**src/rtl/gs_col_pkg.sv**
```systemverilog
package gs_col_pkg;
  localparam int CHIP_BITS = 3;
  localparam int NCHIP     = 1 << CHIP_BITS;

  typedef enum logic [2:0] {
    CMD_NOP = 3'd0,
    CMD_ACT = 3'd1,
    CMD_RD  = 3'd2,
    CMD_WR  = 3'd3,
    CMD_PRE = 3'd4,
    CMD_REF = 3'd5
  } cmd_e;

  // Commands that carry a pattern and use a translated column
  function automatic logic is_access(input logic [2:0] c);
    return (c == CMD_RD) || (c == CMD_WR);
  endfunction

  // Low column bits seen by one chip
  function automatic logic [CHIP_BITS-1:0] low_xlate(
    input logic [CHIP_BITS-1:0] addr_low,
    input logic [CHIP_BITS-1:0] patt,
    input logic [CHIP_BITS-1:0] chip_id);
    return addr_low ^ (patt & chip_id);
  endfunction

  // Word-in-line held by a chip at a given column (column-dependent placement)
  function automatic logic [CHIP_BITS-1:0] word_of(
    input logic [CHIP_BITS-1:0] chip_id,
    input logic [CHIP_BITS-1:0] col_low);
    return chip_id ^ col_low;
  endfunction
endpackage

```
**src/rtl/gs_col_xlate.sv**
```systemverilog
module gs_col_xlate
  import gs_col_pkg::*;
#(
  parameter int COL_W   = 5,
  parameter int CHIP_ID = 0
) (
  input  logic             clk,
  input  logic             rst_n,
  input  logic             cmd_vld,
  input  logic [2:0]       cmd,
  input  logic [COL_W-1:0] col_in,
  input  logic [2:0]       patt,
  output logic [COL_W-1:0] col_out
);
  localparam logic [CHIP_BITS-1:0] ID_V = CHIP_BITS'(CHIP_ID);

  logic             xl_hit;
  logic [COL_W-1:0] xl_col;

  assign xl_hit = is_access(cmd);

  always_comb begin
    xl_col = col_in;
    xl_col[CHIP_BITS-1:0] = low_xlate(col_in[CHIP_BITS-1:0], patt, ID_V);
  end

  always_ff @(posedge clk) begin
    if (!rst_n) begin
      col_out <= '0;
    end else if (cmd_vld) begin
      col_out <= xl_hit ? xl_col : col_in;
    end
  end
endmodule

```
**src/rtl/gs_col_bank.sv**
```systemverilog
module gs_col_bank #(
  parameter int COL_W  = 5,
  parameter int WORD_W = 8
) (
  input  logic              clk,
  input  logic              wr_en,
  input  logic [COL_W-1:0]  addr,
  input  logic [WORD_W-1:0] wdata,
  output logic [WORD_W-1:0] rdata
);
  localparam int NCOL = 1 << COL_W;

  logic [WORD_W-1:0] mem [NCOL];

  always_ff @(posedge clk) begin
    if (wr_en) mem[addr] <= wdata;
  end

  assign rdata = mem[addr];
endmodule

```
**src/rtl/gs_col_order.sv**
```systemverilog
module gs_col_order
  import gs_col_pkg::*;
#(
  parameter int COL_W = 5
) (
  input  logic [NCHIP*COL_W-1:0]     cols,
  output logic [NCHIP*CHIP_BITS-1:0] slots,
  output logic [NCHIP-1:0]           slot_seen
);
  localparam int TAG_W = COL_W + CHIP_BITS;

  logic [TAG_W-1:0]     tag [NCHIP];
  logic [CHIP_BITS-1:0] cnt;

  // Element index held by each chip: column * 8 + word-in-line
  always_comb begin
    for (int k = 0; k < NCHIP; k++) begin
      tag[k] = {cols[k*COL_W +: COL_W],
                word_of(CHIP_BITS'(k), cols[k*COL_W +: CHIP_BITS])};
    end
  end

  // Rank of each chip's element among the eight
  always_comb begin
    slots     = '0;
    slot_seen = '0;
    cnt       = '0;
    for (int k = 0; k < NCHIP; k++) begin
      cnt = '0;
      for (int j = 0; j < NCHIP; j++) begin
        cnt = cnt + CHIP_BITS'(tag[j] < tag[k]);
      end
      slots[k*CHIP_BITS +: CHIP_BITS] = cnt;
      slot_seen[cnt] = 1'b1;
    end
  end
endmodule

```
**src/rtl/gs_column_array.sv**
```systemverilog
module gs_column_array
  import gs_col_pkg::*;
#(
  parameter int COL_W  = 5,
  parameter int WORD_W = 8
) (
  input  logic                    clk,
  input  logic                    rst_n,
  input  logic                    cmd_vld,
  input  logic [2:0]              cmd,
  input  logic [COL_W-1:0]        col_addr,
  input  logic [2:0]              patt,
  input  logic [NCHIP*WORD_W-1:0] wr_line,
  output logic                    col_vld,
  output logic [NCHIP*COL_W-1:0]  chip_col,
  output logic                    rd_vld,
  output logic [NCHIP*WORD_W-1:0] rd_line
);
  logic [2:0]                 cmd_q;
  logic [NCHIP*WORD_W-1:0]    wr_q;
  logic [NCHIP*CHIP_BITS-1:0] slots;
  logic [NCHIP-1:0]           slot_seen;
  logic [CHIP_BITS-1:0]       slot_a  [NCHIP];
  logic [WORD_W-1:0]          rd_word [NCHIP];
  logic [NCHIP*WORD_W-1:0]    rd_next;
  logic                       do_wr;
  logic                       do_rd;

  // Stage 1: command registers beside the per-chip translators
  always_ff @(posedge clk) begin
    if (!rst_n) begin
      col_vld <= 1'b0;
      cmd_q   <= CMD_NOP;
      wr_q    <= '0;
    end else begin
      col_vld <= cmd_vld;
      if (cmd_vld) begin
        cmd_q <= cmd;
        wr_q  <= wr_line;
      end
    end
  end

  assign do_wr = col_vld && (cmd_q == CMD_WR);
  assign do_rd = col_vld && (cmd_q == CMD_RD);

  gs_col_order #(.COL_W(COL_W)) u_order (
    .cols      (chip_col),
    .slots     (slots),
    .slot_seen (slot_seen)
  );

  for (genvar g = 0; g < NCHIP; g++) begin : g_chip
    gs_col_xlate #(.COL_W(COL_W), .CHIP_ID(g)) u_xl (
      .clk     (clk),
      .rst_n   (rst_n),
      .cmd_vld (cmd_vld),
      .cmd     (cmd),
      .col_in  (col_addr),
      .patt    (patt),
      .col_out (chip_col[g*COL_W +: COL_W])
    );

    assign slot_a[g] = slots[g*CHIP_BITS +: CHIP_BITS];

    gs_col_bank #(.COL_W(COL_W), .WORD_W(WORD_W)) u_bank (
      .clk   (clk),
      .wr_en (do_wr),
      .addr  (chip_col[g*COL_W +: COL_W]),
      .wdata (wr_q[slot_a[g]*WORD_W +: WORD_W]),
      .rdata (rd_word[g])
    );
  end

  // Put each chip's word back in ascending element order
  always_comb begin
    rd_next = '0;
    for (int k = 0; k < NCHIP; k++) begin
      rd_next[slot_a[k]*WORD_W +: WORD_W] = rd_word[k];
    end
  end

  // Stage 2: gathered read data
  always_ff @(posedge clk) begin
    if (!rst_n) begin
      rd_vld  <= 1'b0;
      rd_line <= '0;
    end else begin
      rd_vld <= do_rd;
      if (do_rd) rd_line <= rd_next;
    end
  end
endmodule

```
**config.mk**
```make
export PLATFORM = sky130hd
export DESIGN_NAME = gs_column_array
export DESIGN_NICKNAME = d
export VERILOG_FILES = /design/src/rtl/gs_col_pkg.sv /design/src/rtl/gs_col_xlate.sv /design/src/rtl/gs_col_bank.sv /design/src/rtl/gs_col_order.sv /design/src/rtl/gs_column_array.sv
export SDC_FILE = /design/constraint.sdc
export NUM_CORES = 2
export LEC_CHECK = 0
export ABC_AREA = 1
export BUFFER_PORTS_ARGS = -buffer_cell sky130_fd_sc_hd__buf_2
export CORE_MARGIN = 5
export CORE_UTILIZATION = 35
export CTS_CLUSTER_SIZE = 8
export DETAILED_ROUTE_END_ITERATION = 8
export PLACE_DENSITY = 0.58
export SLEW_MARGIN = 20
export SYNTH_ARGS = -nofsm -noshare
export SYNTH_HDL_FRONTEND = slang
export SYNTH_SLANG_ARGS = --single-unit
```
**constraint.sdc**
```tcl
create_clock -name clk -period 17.97 [get_ports clk]
set_input_delay 4.4925 -clock clk [delete_from_list [all_inputs] [get_ports clk]]
set_output_delay 4.4925 -clock clk [all_outputs]
set_load 0.005 [all_outputs]
```
## Word-level counts from Yosys, hierarchy flattened

Memories as Yosys holds them, arrays and structs flattened. A register that Yosys moved wholly into a read port is not among the register bits.
Cells that the tools add are included.

| operators by class | value |
|---|---|
| add/subtract/negate cells | 64 |
| multiply operators | 0 |
| divide/modulo/power cells | 0 |
| $lt $le $gt $ge | 64 |
| equality and inequality tests | 4 |
| shift operators | 24 |
| multiplexer cells | 32 |
| bitwise operators | 15 |
| reduce and logical (&&, ||, !) cells | 3 |

Operators by type and width:

| cell | count |
|---|---|
| < comparator 8 bit | 64 |
| variable shift 8 x 34 -> 64 bit, first input constant | 8 |
| indexed part select 64 x 7 -> 8 bit | 8 |
| indexed part select 8 x 34 -> 64 bit | 8 |
| bitwise mux 64 bit | 7 |
| negation 6 -> 34 bit | 8 |
| adder 3 x 1 -> 3 bit | 48 |
| 2-to-1 mux 5 bit | 16 |
| AND 64 bit | 1 |
| 2-to-1 mux 3 bit | 7 |
| adder 1 x 1 -> 2 bit | 8 |
| equality test 3 x 2 -> 1 bit, second input constant | 4 |
| XOR 3 bit | 4 |
| NOT 2 bit | 3 |
| XOR 3 x 2 -> 3 bit | 2 |
| NOT 1 bit | 3 |
| NOT 3 bit | 1 |
| XOR 3 x 1 -> 3 bit | 1 |
| logical AND 1 bit | 2 |
| 2-to-1 mux 1 bit | 2 |
| logical OR 1 bit | 1 |

| storage, ports and cells | value |
|---|---|
| register bits after elaboration | 173 |
| latch bits | 0 |
| bits in writable memories | 2,048 |
| ROM bits | 0 |
| input bits | 78 |
| output and inout bits | 106 |
| logic and storage cells | 227 |
| memories kept | 8 |

Memory list:

| memory | depth | width | rd ports | clocked after memory_dff | wr ports | RTL line | text |
|---|---|---|---|---|---|---|---|
| g_chip[0].u_bank.mem | 32 | 8 | 1 | 1 | 1 | gs_col_bank.sv:13 | `logic [WORD_W-1:0] mem [NCOL];` |
| g_chip[1].u_bank.mem | 32 | 8 | 1 | 1 | 1 | gs_col_bank.sv:13 |  |
| g_chip[2].u_bank.mem | 32 | 8 | 1 | 1 | 1 | gs_col_bank.sv:13 |  |
| g_chip[3].u_bank.mem | 32 | 8 | 1 | 1 | 1 | gs_col_bank.sv:13 |  |
| g_chip[4].u_bank.mem | 32 | 8 | 1 | 1 | 1 | gs_col_bank.sv:13 |  |
| g_chip[5].u_bank.mem | 32 | 8 | 1 | 1 | 1 | gs_col_bank.sv:13 |  |
| 2 more memories | n/a | n/a | n/a | n/a | n/a | n/a |  |

## Logic depth before layout (Yosys ltp)

| logic depth | value |
|---|---|
| word-level depth | 19 |
| gate-level depth with buffers | 33 |
| depth with buffers taken out | 30 |

## Modules after synthesis

From an unflattened synthesis, not the netlist that was laid out.

| second synthesis, totals | value |
|---|---|
| cells, all modules | 12,689 |
| area, all modules | 111,160.4 sq um |

By module, submodules not included:

| module | instances | cells an instance | area an instance (sq um) | seq. area each (sq um) |
|---|---|---|---|---|
| gs_col_bank | 8 | 1,055 | 10,827.9 | 7,687.4 |
| gs_column_array | 1 | 3,095 | 16,524.6 | 2,662.6 |
| gs_col_order | 1 | 920 | 6,371.1 | 0.0 |
| gs_col_xlate at g_chip[3].u_xl ... | 3 | 30 | 210.2 | 100.1 |
| gs_col_xlate at g_chip[1].u_xl ... | 3 | 26 | 190.2 | 100.1 |
| gs_col_xlate at g_chip[7].u_xl | 1 | 35 | 235.2 | 100.1 |
| gs_col_xlate at g_chip[0].u_xl | 1 | 31 | 205.2 | 100.1 |

## Least setup slack after synthesis

Ideal clock, no wire load.

| timing | value |
|---|---|
| kind | flip-flop to flip-flop |
| start | reg g_chip[0].u_xl.col_out[1] |
| end | reg rd_line[34] |
| setup time | 0.119 ns |
| arrival time | 5.747 ns |
| data required time | 17.851 ns |
| setup slack | 12.104 ns |
| stages on the path, launching flop included | 26 |
| path buffers | 3 |
| period minus slack after synthesis | 5.866 ns |
| cell sequence | dfxtp_1 -> inv_1 -> ha_1 -> inv_1 -> nor2_1 -> o21ai_0 -> nand2_1 -> a21oi_1 -> fa_1 -> inv_1 -> fa_1 -> ha_1 -> fa_1 -> clkbuf_1 -> clkinv_1 -> clkbuf_1 -> ha_1 -> ha_1 -> inv_1 -> nor4_1 -> nand2_1 -> clkbuf_1 -> nor2_1 -> nor2_1 -> nand2_1 -> a21oi_1 |

| on the way | value |
|---|---|
| cells in the longest elaborated chain, start to end | 18 |
| elaborated cells on any way between the ends | 103 |
| classes of those cells | add/sub: 64; order compare: 15; shift: 16; mux: 7; bitwise: 1 |

Ends and longest elaborated chain:

| item | RTL line | text |
|---|---|---|
| start: declaration | gs_col_xlate.sv:13 | `output logic [COL_W-1:0] col_out` |
| start signal: assignment | gs_col_xlate.sv:31 | `col_out <= xl_hit ? xl_col : col_in;` |
| < comparator 8 bit | gs_col_order.sv:31 | `cnt = cnt + CHIP_BITS'(tag[j] < tag[k]);` |
| adder 1 x 1 -> 2 bit | gs_col_order.sv:31 |  |
| adder 3 x 1 -> 3 bit (6 in series) | gs_col_order.sv:31 |  |
| negation 6 -> 34 bit | gs_column_array.sv:79 | `rd_next[slot_a[k]*WORD_W +: WORD_W] = rd_word[k];` |
| indexed part select 8 x 34 -> 64 bit / variable shift 8 x 34 -> 64 bit (equally long branches) | gs_column_array.sv:79 |  |
| AND 64 bit (no source line) | n/a |  |
| bitwise mux 64 bit (6 in series) | gs_column_array.sv:79 |  |
| bitwise mux 64 bit * | gs_column_array.sv:79 |  |
| end signal: assignment | gs_column_array.sv:90 | `if (do_rd) rd_line <= rd_next;` |
| end: declaration | gs_column_array.sv:17 | `output logic [NCHIP*WORD_W-1:0] rd_line` |

Every way passes the cells marked *; elsewhere a longest branch is shown, timed or not.
A chain may end at the register's enable or synchronous reset.

## Worst setup path in the final report

| timing | value |
|---|---|
| start | reg g_chip[0].u_xl.col_out[2] |
| end | reg rd_line[37] |

The elaborated chain is that of the path after synthesis.

==> results_dict.tcl <==
set metrics [dict create \
    status "finished clean" \
    grt_pass1_wl_um 510000 \
    clk_pin_slew_worst_paths_ns 0.05 \
    finClkSkew_ns 0.0950 \
    cts_setup_buffers 0 \
    yosys_warnings 0 \
    cts_root_buffer "clkbuf_16" \
    ff_latch_area_um2 64500 \
    holdWs_ns 0.459 \
    cts.path.max_buffers 4 \
    drcViolationCount 0 \
    maxSlewViolCount 0 \
    fin_nets 10400 \
    min_period_ns 7.71 \
    ys_seq_area_share_pct 63.1 \
    final_antenna_net_count 0 \
    post-route-util_pct 39.8 \
    initial_core_util_pct 35.2 \
    grt_usage_pct 22.6 \
    worst_setup_path_end_kind "flop" \
    worst_ep_arrival_time_ns 8.51 \
    cts_made_buffers 316 \
    rsz0062_at_grt "false" \
    syn_inst 10300 \
    cp-start-kind "flop" \
    via_per_inst 5.45 \
    place_ws_ns 10.48 \
    hp-class "reg2reg" \
    cts_tree "built" \
    die_y_um 551 \
    yosys.cell_types.count 48 \
    drive_above_1_share_pct 9.49 \
    maxCapViolations 0 \
    synth_area_leader_cell "edfxtp_1" \
    post_cts_resized 0 \
    fmax_ghz 0.130 \
    ys_ff_latch 2197 \
    clock_sinks 2197 \
    ir_drop_mv 0.186 \
    p_total_mw 25.0 \
    hpwl_um 227000 \
    io_pins 184 \
    yosysTopAreaCellShare_pct 60.1 \
    highest_layer "met5" \
    drt_first_pass_iters 8 \
    design_area_um2 116000 \
    areaGrowthSynthToFinish_pct 13.1 \
    wl_met2_um 159000 \
    worst_skew_pair.late_latency_ns 0.91 \
    overflow 0 \
    layout.cells.non_filler 14300 \
    cpMostUsedCell "inv_1" \
    pwr_density_cell_nw_per_um2 217 \
    num_vias 77800 \
    hold_viol 0 \
    cts_hold_buffers 0 \
    core.rowCount 198 \
    avgRoutedWirePerCell_um 24.8 \
    wl_met3_um 29300 \
    htreeDepth 5 \
    die-area_um2 303000 \
    syn_avg_cell_area_um2 9.93 \
    antenna_found_initial 9 \
    slowest_stage "fa_1" \
    synth_fp_nets 10500 \
    power_leakage_nw 42.5 \
    synth_edf_count 2048 \
    yosysMostFrequentCell "nand2_1" \
    die_x_um 551 \
    place.gp.congestion 0.988 \
    wl_met1_um 150000 \
    synthArstFlopShare_pct 0 \
    dpl_cell_area_um2 107000 \
    critPathRequiredTime_ns 18.77 \
    setup_ws_ns 10.26 \
    cp_max_fo 32 \
    fillerInstances 28400 \
    worst_pin_slew_ns 1.35 \
    synth_area_um2 102000 \
    cp_slowest_stage_delay_ns 1.11 \
    grt_max_degree 257 \
    cp_num_buf_inv 9 \
    placed_cells 13800 \
    io_buffers 183 \
    synthTopCellsByCount "nand2_1, edfxtp_1, nand3_1, nor2_1, o21ai_0" \
    grt_pass1_vias 73900 \
    multi_input_area_um2 32500 \
    finalCritPeriodShare_pct 42.9 \
    slew_headroom_pct 10.3 \
    setup_viol 0 \
    core-area_um2 291000 \
    yosys-top-cells-area "edfxtp_1, nand2_1, nand3_1, o21ai_0, nor2_1" \
    critPathTopFamily "adder cells" \
    ys.flop_type "edfxtp_1" \
    drt-total-wl_um 354000 \
    drtIter0Drc 8530 \
    fin_tns_setup_ns 0 \
    worstSetupPathType "reg2reg" \
]
==> final cells by class <==
class                   count  share of cell area (%)
diodes                      4                 0.00865
clock buffers             397                    7.24
clock inverters            25                   0.383
inverters                 670                    2.22
multi-input cells        6736                    28.1
flip-flops and latches   2197                    55.8
well taps                3900                    4.22
repair buffers            342                    2.04
==> sequential cells by signal (all words and copies together) (netlist names), named ones only <==
register / count
g_chip.u_bank.mem: 2048
rd_line: 64
wr_q: 64
g_chip.u_xl.col_out: 8
cmd_q: 3
col_vld: 1
rd_vld: 1
==> logic make-up (layout without fill, tap and decap cells) <==
logic type,count (synthesis),in the layout,synth area share [%]
compound gates,1722,1722,9.25
xor+xnor,9,9,0.0771
fa+ha+maj,92,92,1.32
buf+inv,1369,1434,6.04
flops,2197,2197,63.1
other cells,0,4,0
simple gates,4913,4913,20.3
==> final timing paths <==
| check | start | endpoint | slack [ns] | cells after the start |
|---|---|---|---|---|
| worst max-delay path | g_chip[0].u_xl.col_out[2]$_SDFFE_PN0P_ | rd_line[37]$_SDFFE_PN0P_ | 10.26 | 26 |
| worst min-delay path | rd_line[62]$_SDFFE_PN0P_ | rd_line[62]$_SDFFE_PN0P_ | 0.46 | 2 |
| worst max register to register | g_chip[0].u_xl.col_out[2]$_SDFFE_PN0P_ | rd_line[37]$_SDFFE_PN0P_ | 10.26 | 26 |
| worst min register to register | rd_line[62]$_SDFFE_PN0P_ | rd_line[62]$_SDFFE_PN0P_ | 0.46 | 2 |
==> routing by layer <==
metal  vias to the layer above  GRT usage, %
li1                      35600             -
met1                     38200          31.2
met2                      3374          34.9
met3                       640          4.38
met4                         8          9.25
met5                         -             0
==> layout by cell type, fill, tap and decap left out, types with 7 or more instances in the layout <==
cell / n
a21oi_1: 527
buf_16: 9
a221oi_1: 64
o211ai_1: 17
nand2_2: 24
nand3_1: 1185
nor3_2: 13
nand4_1: 119
dfxtp_1: 141
inv_1: 618
a22o_1: 12
a31oi_4: 52
a21oi_2: 11
o22ai_1: 212
o21ai_0: 701
nor2_1: 880
nand2_1: 2545
fa_1: 23
clkbuf_1: 73
or2_2: 78
nor2_2: 36
inv_2: 23
edfxtp_1: 2048
o211ai_2: 8
nor3_1: 17
clkbuf_16: 323
o21ai_1: 81
buf_4: 143
dfxtp_4: 8
a31oi_2: 12
clkinv_1: 21
a31oi_1: 14
buf_2: 183
ha_1: 65
clkinv_16: 7
==> tightest hold or removal path, cell delays in order, from the launching register on <==
cell,delay [ns]
dfxtp_1,0.30
nand2_1,0.06
a21oi_1,0.05
==> where the power goes <==
group          switching (mW)  internal, mW  leakage [nW]
registers              0.0603          8.13          19.7
logic                    8.97          2.50          18.5
clock network            2.14          3.25          4.26
No activity file was read; power rests on OpenSTA's default activity.
